File: src/rtl/dds_pkg.sv
package dds_pkg;

   typedef enum logic [2:0] {
      WV_SINE   = 3'd0,
      WV_SAW    = 3'd1,
      WV_RAMP   = 3'd2,
      WV_SQUARE = 3'd3,
      WV_NOISE  = 3'd4
   } wave_e;

   // Galois feedback masks for right-shifting maximal-length LFSRs
   function automatic logic [63:0] lfsr_mask(input int w);
      case (w)
         8:       lfsr_mask = 64'hB8;
         16:      lfsr_mask = 64'hB400;
         24:      lfsr_mask = 64'hE10000;
         32:      lfsr_mask = 64'hA300_0000;
         default: lfsr_mask = 64'h0;
      endcase
   endfunction

   function automatic bit lfsr_width_ok(input int w);
      lfsr_width_ok = (lfsr_mask(w) != 64'h0);
   endfunction

endpackage

File: src/rtl/dds_phase_acc.sv
module dds_phase_acc #(
   parameter int ACC_W = 32,
   parameter int PH_W  = 12
) (
   input  logic             clk,
   input  logic             rst_n,
   input  logic             hold,
   input  logic [ACC_W-1:0] ftw,
   input  logic [ACC_W-1:0] fm_ofs,
   input  logic [PH_W-1:0]  pm_ofs,
   output logic [ACC_W-1:0] acc_q,
   output logic [PH_W-1:0]  phase
);

   logic [ACC_W-1:0] step;

   // two's complement offset adds modulo 2^ACC_W like an unsigned term
   assign step  = ftw + fm_ofs;
   assign phase = acc_q[ACC_W-1 -: PH_W] + pm_ofs;

   always_ff @(posedge clk or negedge rst_n) begin
      if (!rst_n)     acc_q <= '0;
      else if (!hold) acc_q <= acc_q + step;
   end

endmodule

File: src/rtl/dds_lfsr.sv
module dds_lfsr
   import dds_pkg::*;
#(
   parameter int             W    = 16,
   parameter logic [W-1:0]   SEED = 16'hACE1
) (
   input  logic         clk,
   input  logic         rst_n,
   input  logic         hold,
   output logic [W-1:0] state
);

   localparam logic [63:0] MASK64 = lfsr_mask(W);
   localparam logic [W-1:0] MASK  = MASK64[W-1:0];

   if (!lfsr_width_ok(W)) begin : g_bad_width
      $error("dds_lfsr: no feedback mask for width %0d", W);
   end
   if (SEED == '0) begin : g_bad_seed
      $error("dds_lfsr: seed must be non-zero");
   end

   always_ff @(posedge clk or negedge rst_n) begin
      if (!rst_n)     state <= SEED;
      else if (!hold) state <= (state >> 1) ^ (state[0] ? MASK : '0);
   end

endmodule

File: src/rtl/dds_sine_quarter.sv
module dds_sine_quarter #(
   parameter int PH_W  = 12,
   parameter int AMP_W = 10
) (
   input  logic [PH_W-1:0]  phase,
   output logic [AMP_W-1:0] amp
);

   localparam int IDX_W = PH_W - 2;        // index within a quarter
   localparam int FR    = IDX_W + 1;       // fraction bits of x
   localparam int MAGW  = AMP_W - 1;
   localparam int HALF  = (1 << MAGW) - 1;
   localparam int SH    = FR + 4;          // coefficients carry 4 extra bits
   localparam int SW    = FR + 18;
   // odd polynomial for sin(pi/2*x), scaled by HALF*16
   localparam int K1 = int'(real'(HALF) * 1.5706 * 16.0);
   localparam int K3 = int'(real'(HALF) * 0.6432 * 16.0);
   localparam int K5 = int'(real'(HALF) * 0.0724 * 16.0);

   logic [IDX_W-1:0] idx;
   logic [FR-1:0]    xi, x2, x3, x5;
   logic [2*FR-1:0]  p2, p3, p5;
   logic [SW-1:0]    pos, neg, mag_raw;
   logic [MAGW-1:0]  mag;
   logic [AMP_W-1:0] upper;

   // second quadrant of each half mirrors the first
   assign idx = phase[PH_W-2] ? ~phase[IDX_W-1:0] : phase[IDX_W-1:0];
   assign xi  = {idx, 1'b1};               // sample at bin centre

   assign p2 = (2*FR)'(xi) * (2*FR)'(xi);
   assign x2 = FR'(p2 >> FR);
   assign p3 = (2*FR)'(x2) * (2*FR)'(xi);
   assign x3 = FR'(p3 >> FR);
   assign p5 = (2*FR)'(x3) * (2*FR)'(x2);
   assign x5 = FR'(p5 >> FR);

   assign pos     = SW'(K1) * SW'(xi) + SW'(K5) * SW'(x5) + SW'(1 << (SH - 1));
   assign neg     = SW'(K3) * SW'(x3);
   assign mag_raw = (pos - neg) >> SH;
   assign mag     = (mag_raw > SW'(HALF)) ? MAGW'(HALF) : MAGW'(mag_raw);

   // offset binary: positive half above mid-scale, negative half inverted
   assign upper = {1'b1, mag};
   assign amp   = phase[PH_W-1] ? ~upper : upper;

endmodule

File: src/rtl/dds_wave_gen.sv
module dds_wave_gen
   import dds_pkg::*;
#(
   parameter int PH_W   = 12,
   parameter int AMP_W  = 10,
   parameter int NZ_W   = 16
) (
   input  logic             clk,
   input  logic             rst_n,
   input  logic             hold,
   input  logic [PH_W-1:0]  phase,
   input  logic [2:0]       sel,
   input  logic [NZ_W-1:0]  noise,
   output logic [AMP_W-1:0] amp_out
);

   localparam logic [AMP_W-1:0] MID = AMP_W'(1) << (AMP_W - 1);

   logic [PH_W-1:0]  ph_s;
   logic [2:0]       sel_s;
   logic [AMP_W-1:0] nz_s;
   logic [AMP_W-1:0] sine_v, saw_v, mux_v;

   // stage 1: capture phase, select and noise sample
   always_ff @(posedge clk or negedge rst_n) begin
      if (!rst_n) begin
         ph_s  <= '0;
         sel_s <= WV_SINE;
         nz_s  <= '0;
      end else if (!hold) begin
         ph_s  <= phase;
         sel_s <= sel;
         nz_s  <= AMP_W'(noise);
      end
   end

   dds_sine_quarter #(.PH_W(PH_W), .AMP_W(AMP_W)) u_sine (
      .phase (ph_s),
      .amp   (sine_v)
   );

   assign saw_v = ph_s[PH_W-1 -: AMP_W];

   always_comb begin
      case (sel_s)
         WV_SINE:   mux_v = sine_v;
         WV_SAW:    mux_v = saw_v;
         WV_RAMP:   mux_v = ~saw_v;
         WV_SQUARE: mux_v = {AMP_W{~ph_s[PH_W-1]}};
         WV_NOISE:  mux_v = nz_s;
         default:   mux_v = MID;
      endcase
   end

   // stage 2: output register, mid-scale while held
   always_ff @(posedge clk or negedge rst_n) begin
      if (!rst_n)    amp_out <= MID;
      else if (hold) amp_out <= MID;
      else           amp_out <= mux_v;
   end

endmodule

File: src/rtl/dds_core.sv
module dds_core #(
   parameter int                ACC_W     = 32,
   parameter int                PH_W      = 12,
   parameter int                AMP_W     = 10,
   parameter int                LFSR_W    = 16,
   parameter logic [LFSR_W-1:0] LFSR_SEED = 16'hACE1
) (
   input  logic             clk,
   input  logic             rst_n,
   input  logic             pwr_dn,
   input  logic [ACC_W-1:0] ftw,
   input  logic [ACC_W-1:0] fm_ofs,
   input  logic [PH_W-1:0]  pm_ofs,
   input  logic [2:0]       wave_sel,
   output logic [AMP_W-1:0] amp_out
);

   if (PH_W > ACC_W) begin : g_err_ph
      $error("dds_core: phase wider than accumulator");
   end
   if (AMP_W > PH_W) begin : g_err_amp
      $error("dds_core: amplitude wider than phase");
   end
   if (PH_W < 4 || AMP_W < 2) begin : g_err_small
      $error("dds_core: phase or amplitude too narrow");
   end
   if (AMP_W > LFSR_W) begin : g_err_nz
      $error("dds_core: LFSR narrower than amplitude");
   end

   logic [ACC_W-1:0]  acc_q;
   logic [PH_W-1:0]   phase;
   logic [LFSR_W-1:0] lfsr_q;

   dds_phase_acc #(.ACC_W(ACC_W), .PH_W(PH_W)) u_acc (
      .clk    (clk),
      .rst_n  (rst_n),
      .hold   (pwr_dn),
      .ftw    (ftw),
      .fm_ofs (fm_ofs),
      .pm_ofs (pm_ofs),
      .acc_q  (acc_q),
      .phase  (phase)
   );

   dds_lfsr #(.W(LFSR_W), .SEED(LFSR_SEED)) u_lfsr (
      .clk   (clk),
      .rst_n (rst_n),
      .hold  (pwr_dn),
      .state (lfsr_q)
   );

   dds_wave_gen #(.PH_W(PH_W), .AMP_W(AMP_W), .NZ_W(LFSR_W)) u_wave (
      .clk     (clk),
      .rst_n   (rst_n),
      .hold    (pwr_dn),
      .phase   (phase),
      .sel     (wave_sel),
      .noise   (lfsr_q),
      .amp_out (amp_out)
   );

endmodule

File: config.mk
export PLATFORM = sky130hd
export DESIGN_NAME = dds_core
export DESIGN_NICKNAME = d
export VERILOG_FILES = /design/src/rtl/dds_pkg.sv /design/src/rtl/dds_phase_acc.sv /design/src/rtl/dds_lfsr.sv /design/src/rtl/dds_sine_quarter.sv /design/src/rtl/dds_wave_gen.sv /design/src/rtl/dds_core.sv
export SDC_FILE = /design/constraint.sdc
export NUM_CORES = 1
export LEC_CHECK = 0
export ABC_CLOCK_PERIOD_IN_PS = 27500
export BUFFER_PORTS_ARGS = -buffer_cell sky130_fd_sc_hd__clkbuf_2
export CAP_MARGIN = 15
export CORE_MARGIN = 4
export CORE_UTILIZATION = 47
export DETAILED_ROUTE_END_ITERATION = 8
export SETUP_SLACK_MARGIN = 0.02
export SLEW_MARGIN = 20
export SYNTH_ARGS = -nofsm -noshare
export SYNTH_HDL_FRONTEND = slang
export SYNTH_SLANG_ARGS = --single-unit
export TNS_END_PERCENT = 1
File: constraint.sdc
create_clock -name clk -period 27.5 [get_ports clk]
set_input_delay 1.375 -clock clk [delete_from_list [all_inputs] [get_ports clk]]
set_output_delay 1.375 -clock clk [all_outputs]
set_load 0.01 [all_outputs]
**After elaboration in Yosys (flattened, before gate mapping)**

Index checks and enable logic that the tools add are counted.

- Register bits: 83
- Input bits: 82
- Output and inout port bits: 10
- Logic and storage cells: 35

- Add/sub/neg operators: 6
- $mul: 6
- $lt $le $gt $ge: 1
- Equality and inequality tests: 4
- Mux-type cells: 6
- Bitwise operators: 5
- Reduce and logical (&&, ||, !) cells: 1

Operators by type and width:

| kind | count |
|---|---|
| 11-bit by 11-bit multiplier with 22-bit output | 3 |
| 32-bit adder | 2 |
| 10-bit case mux with 5 select lines | 1 |
| 10-bit two-way mux | 3 |
| 10-bit NOT | 3 |
| 27-bit by 24-bit subtractor with 28-bit output | 1 |
| 26-bit by 15-bit adder with 27-bit output (second input constant) | 1 |
| 25-bit by 21-bit adder with 26-bit output | 1 |
| 14-bit by 11-bit multiplier with 25-bit output (first input constant) | 1 |
| 13-bit by 11-bit multiplier with 24-bit output (first input constant) | 1 |
| 6-bit by 11-bit multiplier with 17-bit output (first input constant) | 1 |
| 16-bit two-way mux | 1 |
| 15-bit by 16-bit bitwise XOR with 16-bit output | 1 |
| 14-bit by 9-bit > comparator with 1-bit output (second input constant) | 1 |
| 12-bit adder | 1 |
| 9-bit two-way mux | 1 |
| 3-bit by 2-bit == test with 1-bit output (second input constant) | 2 |
| 3-bit by 1-bit == test with 1-bit output (second input constant) | 1 |
| 3-bit == test (second input constant) | 1 |
| 3-bit logical NOT | 1 |
| 1-bit NOT | 1 |

**Longest topological paths before layout**

- Depth in word-level cells: 15
- Mapped depth: 109
- Mapped depth without buffers: 106

**Modules after synthesis**

A second synthesis with hierarchy kept.

- Cell total of the unflattened synthesis: 2522
- Area, all modules: 23010.8 µm²

Modules (own cells, without submodules):

| module | times used | cells each | area each (µm²) | seq. area each (µm²) |
|---|---|---|---|---|
| dds_sine_quarter | 1 | 1901 | 16697.3 | 0.0 |
| dds_phase_acc | 1 | 447 | 4010.1 | 800.8 |
| dds_wave_gen | 1 | 134 | 1652.8 | 877.1 |
| dds_lfsr | 1 | 40 | 650.6 | 410.4 |

**Worst setup path after synthesis**

No wires, ideal clock.

- Path type: reg-to-reg
- Start: register u_wave.ph_s[10]
- End: register u_wave.amp_out[8]
- Library setup time: 0.130 ns
- Arrival time: 24.111 ns
- Required time: 27.370 ns
- Setup slack: 3.259 ns
- Stages on the path, launching flop included: 106
- Period minus slack after synthesis: 24.241 ns
- Cells stage by stage: dfrtp_1 > buf_4 > buf_1 > xnor2_1 > inv_1 > clkbuf_1 > ha_1 > inv_1 > fa_1 > inv_1 > fa_1 > inv_1 > fa_1 > inv_1 > fa_1 > inv_1 > fa_1 > inv_1 > (+70 left out) > inv_1 > fa_1 > inv_1 > fa_1 > inv_1 > ha_1 > nand3_1 > nor2_1 > a221o_1 > a31oi_1 > nor2_1 > nor3_1 > a21oi_1 > a21bo_2 > a21oi_1 > xnor2_1 > mux2i_1 > nand3_1

- Longest elaborated chain between the ends: 14
- Elaborated cells on any way between the ends: 17
- Classes of those cells: 3 x add/sub; 6 x mul; 1 x order compare; 5 x mux; 2 x bitwise

RTL lines:

| item | line | source |
|---|---|---|
| start: declaration | dds_wave_gen.sv:19 | `logic [PH_W-1:0] ph_s;` |
| start signal: assignment | dds_wave_gen.sv:31 | `ph_s <= phase;` |
| 10-bit two-way mux | dds_sine_quarter.sv:28 | `assign idx = phase[PH_W-2] ? ~phase[IDX_W-1:0] : phase[IDX_W-1:0];` |
| 11-bit by 11-bit multiplier with 22-bit output | dds_sine_quarter.sv:31 | `assign p2 = (2*FR)'(xi) * (2*FR)'(xi);` |
| 11-bit by 11-bit multiplier with 22-bit output | dds_sine_quarter.sv:33 | `assign p3 = (2*FR)'(x2) * (2*FR)'(xi);` |
| 11-bit by 11-bit multiplier with 22-bit output | dds_sine_quarter.sv:35 | `assign p5 = (2*FR)'(x3) * (2*FR)'(x2);` |
| 6-bit by 11-bit multiplier with 17-bit output | dds_sine_quarter.sv:38 | `assign pos = SW'(K1) * SW'(xi) + SW'(K5) * SW'(x5) + SW'(1 << (SH - 1));` |
| 25-bit by 21-bit adder with 26-bit output | dds_sine_quarter.sv:38 |  |
| 26-bit by 15-bit adder with 27-bit output | dds_sine_quarter.sv:38 |  |
| 27-bit by 24-bit subtractor with 28-bit output | dds_sine_quarter.sv:40 | `assign mag_raw = (pos - neg) >> SH;` |
| 14-bit by 9-bit > comparator with 1-bit output | dds_sine_quarter.sv:41 | `assign mag = (mag_raw > SW'(HALF)) ? MAGW'(HALF) : MAGW'(mag_raw);` |
| 9-bit two-way mux | dds_sine_quarter.sv:41 |  |
| 10-bit NOT | dds_sine_quarter.sv:45 | `assign amp = phase[PH_W-1] ? ~upper : upper;` |
| 10-bit two-way mux | dds_sine_quarter.sv:45 |  |
| 10-bit case mux with 5 select lines (*) | dds_wave_gen.sv:45 | `case (sel_s)` |
| 10-bit two-way mux (*) | dds_wave_gen.sv:58 | `else if (hold) amp_out <= MID;` |
| end signal: assignment | dds_wave_gen.sv:59 | `else amp_out <= mux_v;` |
| end: declaration | dds_wave_gen.sv:14 | `output logic [AMP_W-1:0] amp_out` |

Every way passes the cells marked *; elsewhere a longest branch is shown, timed or not.
A chain may end at the register's enable or synchronous reset.

**Worst setup path in the final report**

- Start: register u_wave.ph_s[3]
- End: register u_wave.amp_out[8]

- Longest elaborated chain between the ends: 15
- Elaborated cells on any way between the ends: 17
- Classes of those cells: 3 x add/sub; 6 x mul; 1 x order compare; 5 x mux; 2 x bitwise

RTL lines:

| item | line |
|---|---|
| 10-bit NOT | dds_sine_quarter.sv:28 |
| 10-bit two-way mux (*) | dds_sine_quarter.sv:28 |
| 11-bit by 11-bit multiplier with 22-bit output | dds_sine_quarter.sv:31 |
| 11-bit by 11-bit multiplier with 22-bit output | dds_sine_quarter.sv:33 |
| 11-bit by 11-bit multiplier with 22-bit output | dds_sine_quarter.sv:35 |
| 6-bit by 11-bit multiplier with 17-bit output | dds_sine_quarter.sv:38 |
| 25-bit by 21-bit adder with 26-bit output | dds_sine_quarter.sv:38 |
| 26-bit by 15-bit adder with 27-bit output | dds_sine_quarter.sv:38 |
| 27-bit by 24-bit subtractor with 28-bit output (*) | dds_sine_quarter.sv:40 |
| 14-bit by 9-bit > comparator with 1-bit output | dds_sine_quarter.sv:41 |
| 9-bit two-way mux (*) | dds_sine_quarter.sv:41 |
| 10-bit NOT | dds_sine_quarter.sv:45 |
| 10-bit two-way mux (*) | dds_sine_quarter.sv:45 |
| 10-bit case mux with 5 select lines (*) | dds_wave_gen.sv:45 |
| 10-bit two-way mux (*) | dds_wave_gen.sv:58 |

Marked as above.

==> results.cfg <==
[outcome]
status = completed

[setup_path]
crit_type = reg2reg
critPathCapture = u_wave.amp_out[8]$_DFF_PN0_
critPathLaunchType = register
r2r_cells = 104
worstReg2RegEnd = u_wave.amp_out[8]$_DFF_PN0_
r2r-start = u_wave.ph_s[3]$_DFFE_PN0N_
cpMaxStageDelayCell = xor2_1
cp-startpoint = u_wave.ph_s[3]$_DFFE_PN0N_
max_stage_delay_ps = 570
arrival_ps = 26110
worstPathMaxFanout = 13
rrSetupSlack_ps = 1610
cp_common_cell = inv_1
required_ps = 27730
end_kind = register

[logic_synthesis]
ys_warn_count = 0
synthCells = 2463
yosysSeqAreaShare_pct = 8.79
synth_edf_count = 0
synth_cell_types = 82
netlist_area_sq_mm = 0.0223
synth-seq-cells = 78
synth_area_per_cell_sq_um = 9.07
synth-async-reset-ratio_pct = 100
ys.flop_type = dfrtp_1

[routing]
dr.pass1.iters = 6
wl_met3_um = 3430
drt-initial-drc-count = 936
top_layer_used = met5
dr_wl_met2_um = 27800
vias = 16535
drt-total-wl_um = 57500
wire_per_inst_um = 18.2
postRouteAntennaNets = 0
wl_met1_um = 24400
viasPerCell = 5.22
drc = 0

[sta]
finalCritPeriodShare_pct = 94.1
worstMarginPinSlew_ps = 870
fmax_mhz = 38.6
finalMaxSlewViolations = 0
hold_viol = 0
skew_ps = 7.45
setup_viol = 0
rsz0062_at_grt = no
timing.setup.tns_ps = 0
maxSlewHeadroom_pct = 40.3
fin_crit_ps = 25890

[global_routing]
grt_pass1_wl_um = 93600
grt_pass1_vias = 17675
grt.total_usage_pct = 23.3
antenna_found_initial = 2
grt_overflow_total = 0
grt_start_max_net_pins = 92

[floorplanning]
fp.dieW_um = 226
core-area_sq_mm = 0.0468
ios = 92
die_area_sq_mm = 0.0511
die-height_um = 226
row_count = 79
initial_utilization_pct = 47.8

[cells_and_area]
layout.nets = 3393
layout-drive-gt1-share_pct = 8.31
fillers = 4427
areaGrowthSynthToFinish_pct = 7.83
antenna-diode-count = 0
stdcell_count = 3169

[clocking]
htree_levels = 3
clkSinkCount = 78
clk_latency_ps = 350
clock_path_buffers = 2
tritoncts = built
cts_root_buf = clkbuf_16
path_clk_slew_ps = 70
numCtsBuffers = 9

[placement]
hpwlAfterDp_um = 48400
dp_cells = 3149
place.gp.congestion = 0.922
io_buffers = 91

[worst_hold_path]
min_from = u_lfsr.state[7]$_DFFE_PN1N_
min_path_type = reg2reg

[run]
maxCapViolCount = 0
-- worst min-delay path by stage --
stage,endpoint,depth (start not counted)
floorplan,u_lfsr.state[15]$_DFFE_PN1N_,2
CTS,u_lfsr.state[5]$_DFFE_PN1N_,2
global placement,u_lfsr.state[5]$_DFFE_PN1N_,2
detailed placement,u_lfsr.state[5]$_DFFE_PN1N_,2
global route,u_lfsr.state[15]$_DFFE_PN1N_,2
finish,u_lfsr.state[7]$_DFFE_PN1N_,2
-- cells in the mapped netlist, types with 4 or more instances --
cell	n	area, sq um
inv_1	549	2060
ha_1	388	4850
fa_1	366	7330
nor2_1	226	848
nand2_1	219	822
xnor2_1	79	692
o21ai_0	72	360
dfrtp_1	69	1730
a21oi_1	67	335
clkbuf_1	47	176
xor2_1	38	333
a21o_1	30	225
nand3_1	28	140
o21a_1	24	180
mux2i_1	21	210
nor3_1	19	95.1
mux2_2	17	191
nand2b_1	17	106
o31ai_1	17	128
o21bai_1	13	97.6
nor2b_1	12	75.1
and2_1	9	56.3
dfstp_2	9	236
a211oi_1	8	60.1
or2_2	8	50.1
and3_1	6	37.5
or3_1	6	37.5
buf_1	5	18.8
clkinv_1	5	18.8
nand4_1	5	31.3
o211ai_1	5	37.5
a21boi_0	4	30.0
o22ai_1	4	25.0
-- metal layers --
| metal | up-vias | track usage, % |
|---|---|---|
| met5 | - | 0 |
| met3 | 84 | 3.81 |
| met1 | 8107 | 30.9 |
| met4 | 4 | 7.45 |
| met2 | 418 | 39.1 |
| li1 | 7922 | - |
-- placed cells by master, fill, tap and decap left out, drive strengths merged, types with 19 or more instances in the layout --
master  netlist  layout
nand2       219     219
mux2i        21      21
buf           7      47
ha          388     388
dfrtp        69      69
nor2        226     226
a21o         30      30
nand3        29      29
o21a         24      24
a21oi        67      67
inv         551     554
nor3         19      19
clkbuf       47      98
o21ai        74      74
xor2         38      38
fa          366     366
xnor2        81      81
-- cell type report --
class,count,area [sq um],share of cell area (%)
Multi-Input combinational cell,1776,18100,75.3
Inverter,556,2090,8.68
Sequential cell,78,1960,8.15
Timing Repair Buffer,136,798,3.32
Tap cell,607,759,3.15
Clock buffer,9,225,0.935
Clock inverter,7,103,0.426
-- sequential cells by signal, summed over array words and instances, names as in the netlist --
register        cells
u_wave.ph_s        12
u_lfsr.state       16
u_wave.nz_s         5
u_wave.sel_s        3
u_wave.amp_out     10
u_acc.acc_q        32
-- through the flow --
step                instance area [sq um]  utilization [%]  setup slack (ps)  hold slack [ps]
finish                              24100             51.5              1610              471
global placement                    23700             50.7              1900              459
global route                        24100             51.5              68.9              487
floorplan                           22300                -              3260              446
CTS                                 24000             51.4              1260              473
detailed placement                  23700             50.7              1360              462
-- cells by family (layout without fill, tap and decap cells) --
group / after synthesis / after routing / share of synthesized area, %
xor+xnor: 119 / 119 / 4.78
compound gates: 288 / 288 / 8.65
mux: 38 / 38 / 1.80
fa+ha+maj: 754 / 754 / 54.5
other cells: 1 / 2 / 0.0168
buf+inv: 610 / 708 / 10.3
simple gates: 575 / 575 / 11.1
flops: 78 / 78 / 8.79
-- worst max-delay path, delay by kind of cell (launching register included) --
kind / cells / cell delay [ps]
AND/OR/NAND/NOR: 19 / 2580
adder cells (fa/ha/maj): 31 / 13090
buffers and inverters: 25 / 2870
multiplexers: 1 / 210
AO/OA/AOI/OAI: 23 / 5370
XOR/XNOR: 5 / 1200
flip-flops: 1 / 420
-- timing repair --
action	in CTS	in global routing
buffers inserted	0	4
hold buffers	0	0
gates resized for setup	0	3
endpoints found under the setup margin	0	9
Power is left out: the tool's default activity adds up to more than one toggle a clock period on the data nets, which glitch-free logic cannot reach.
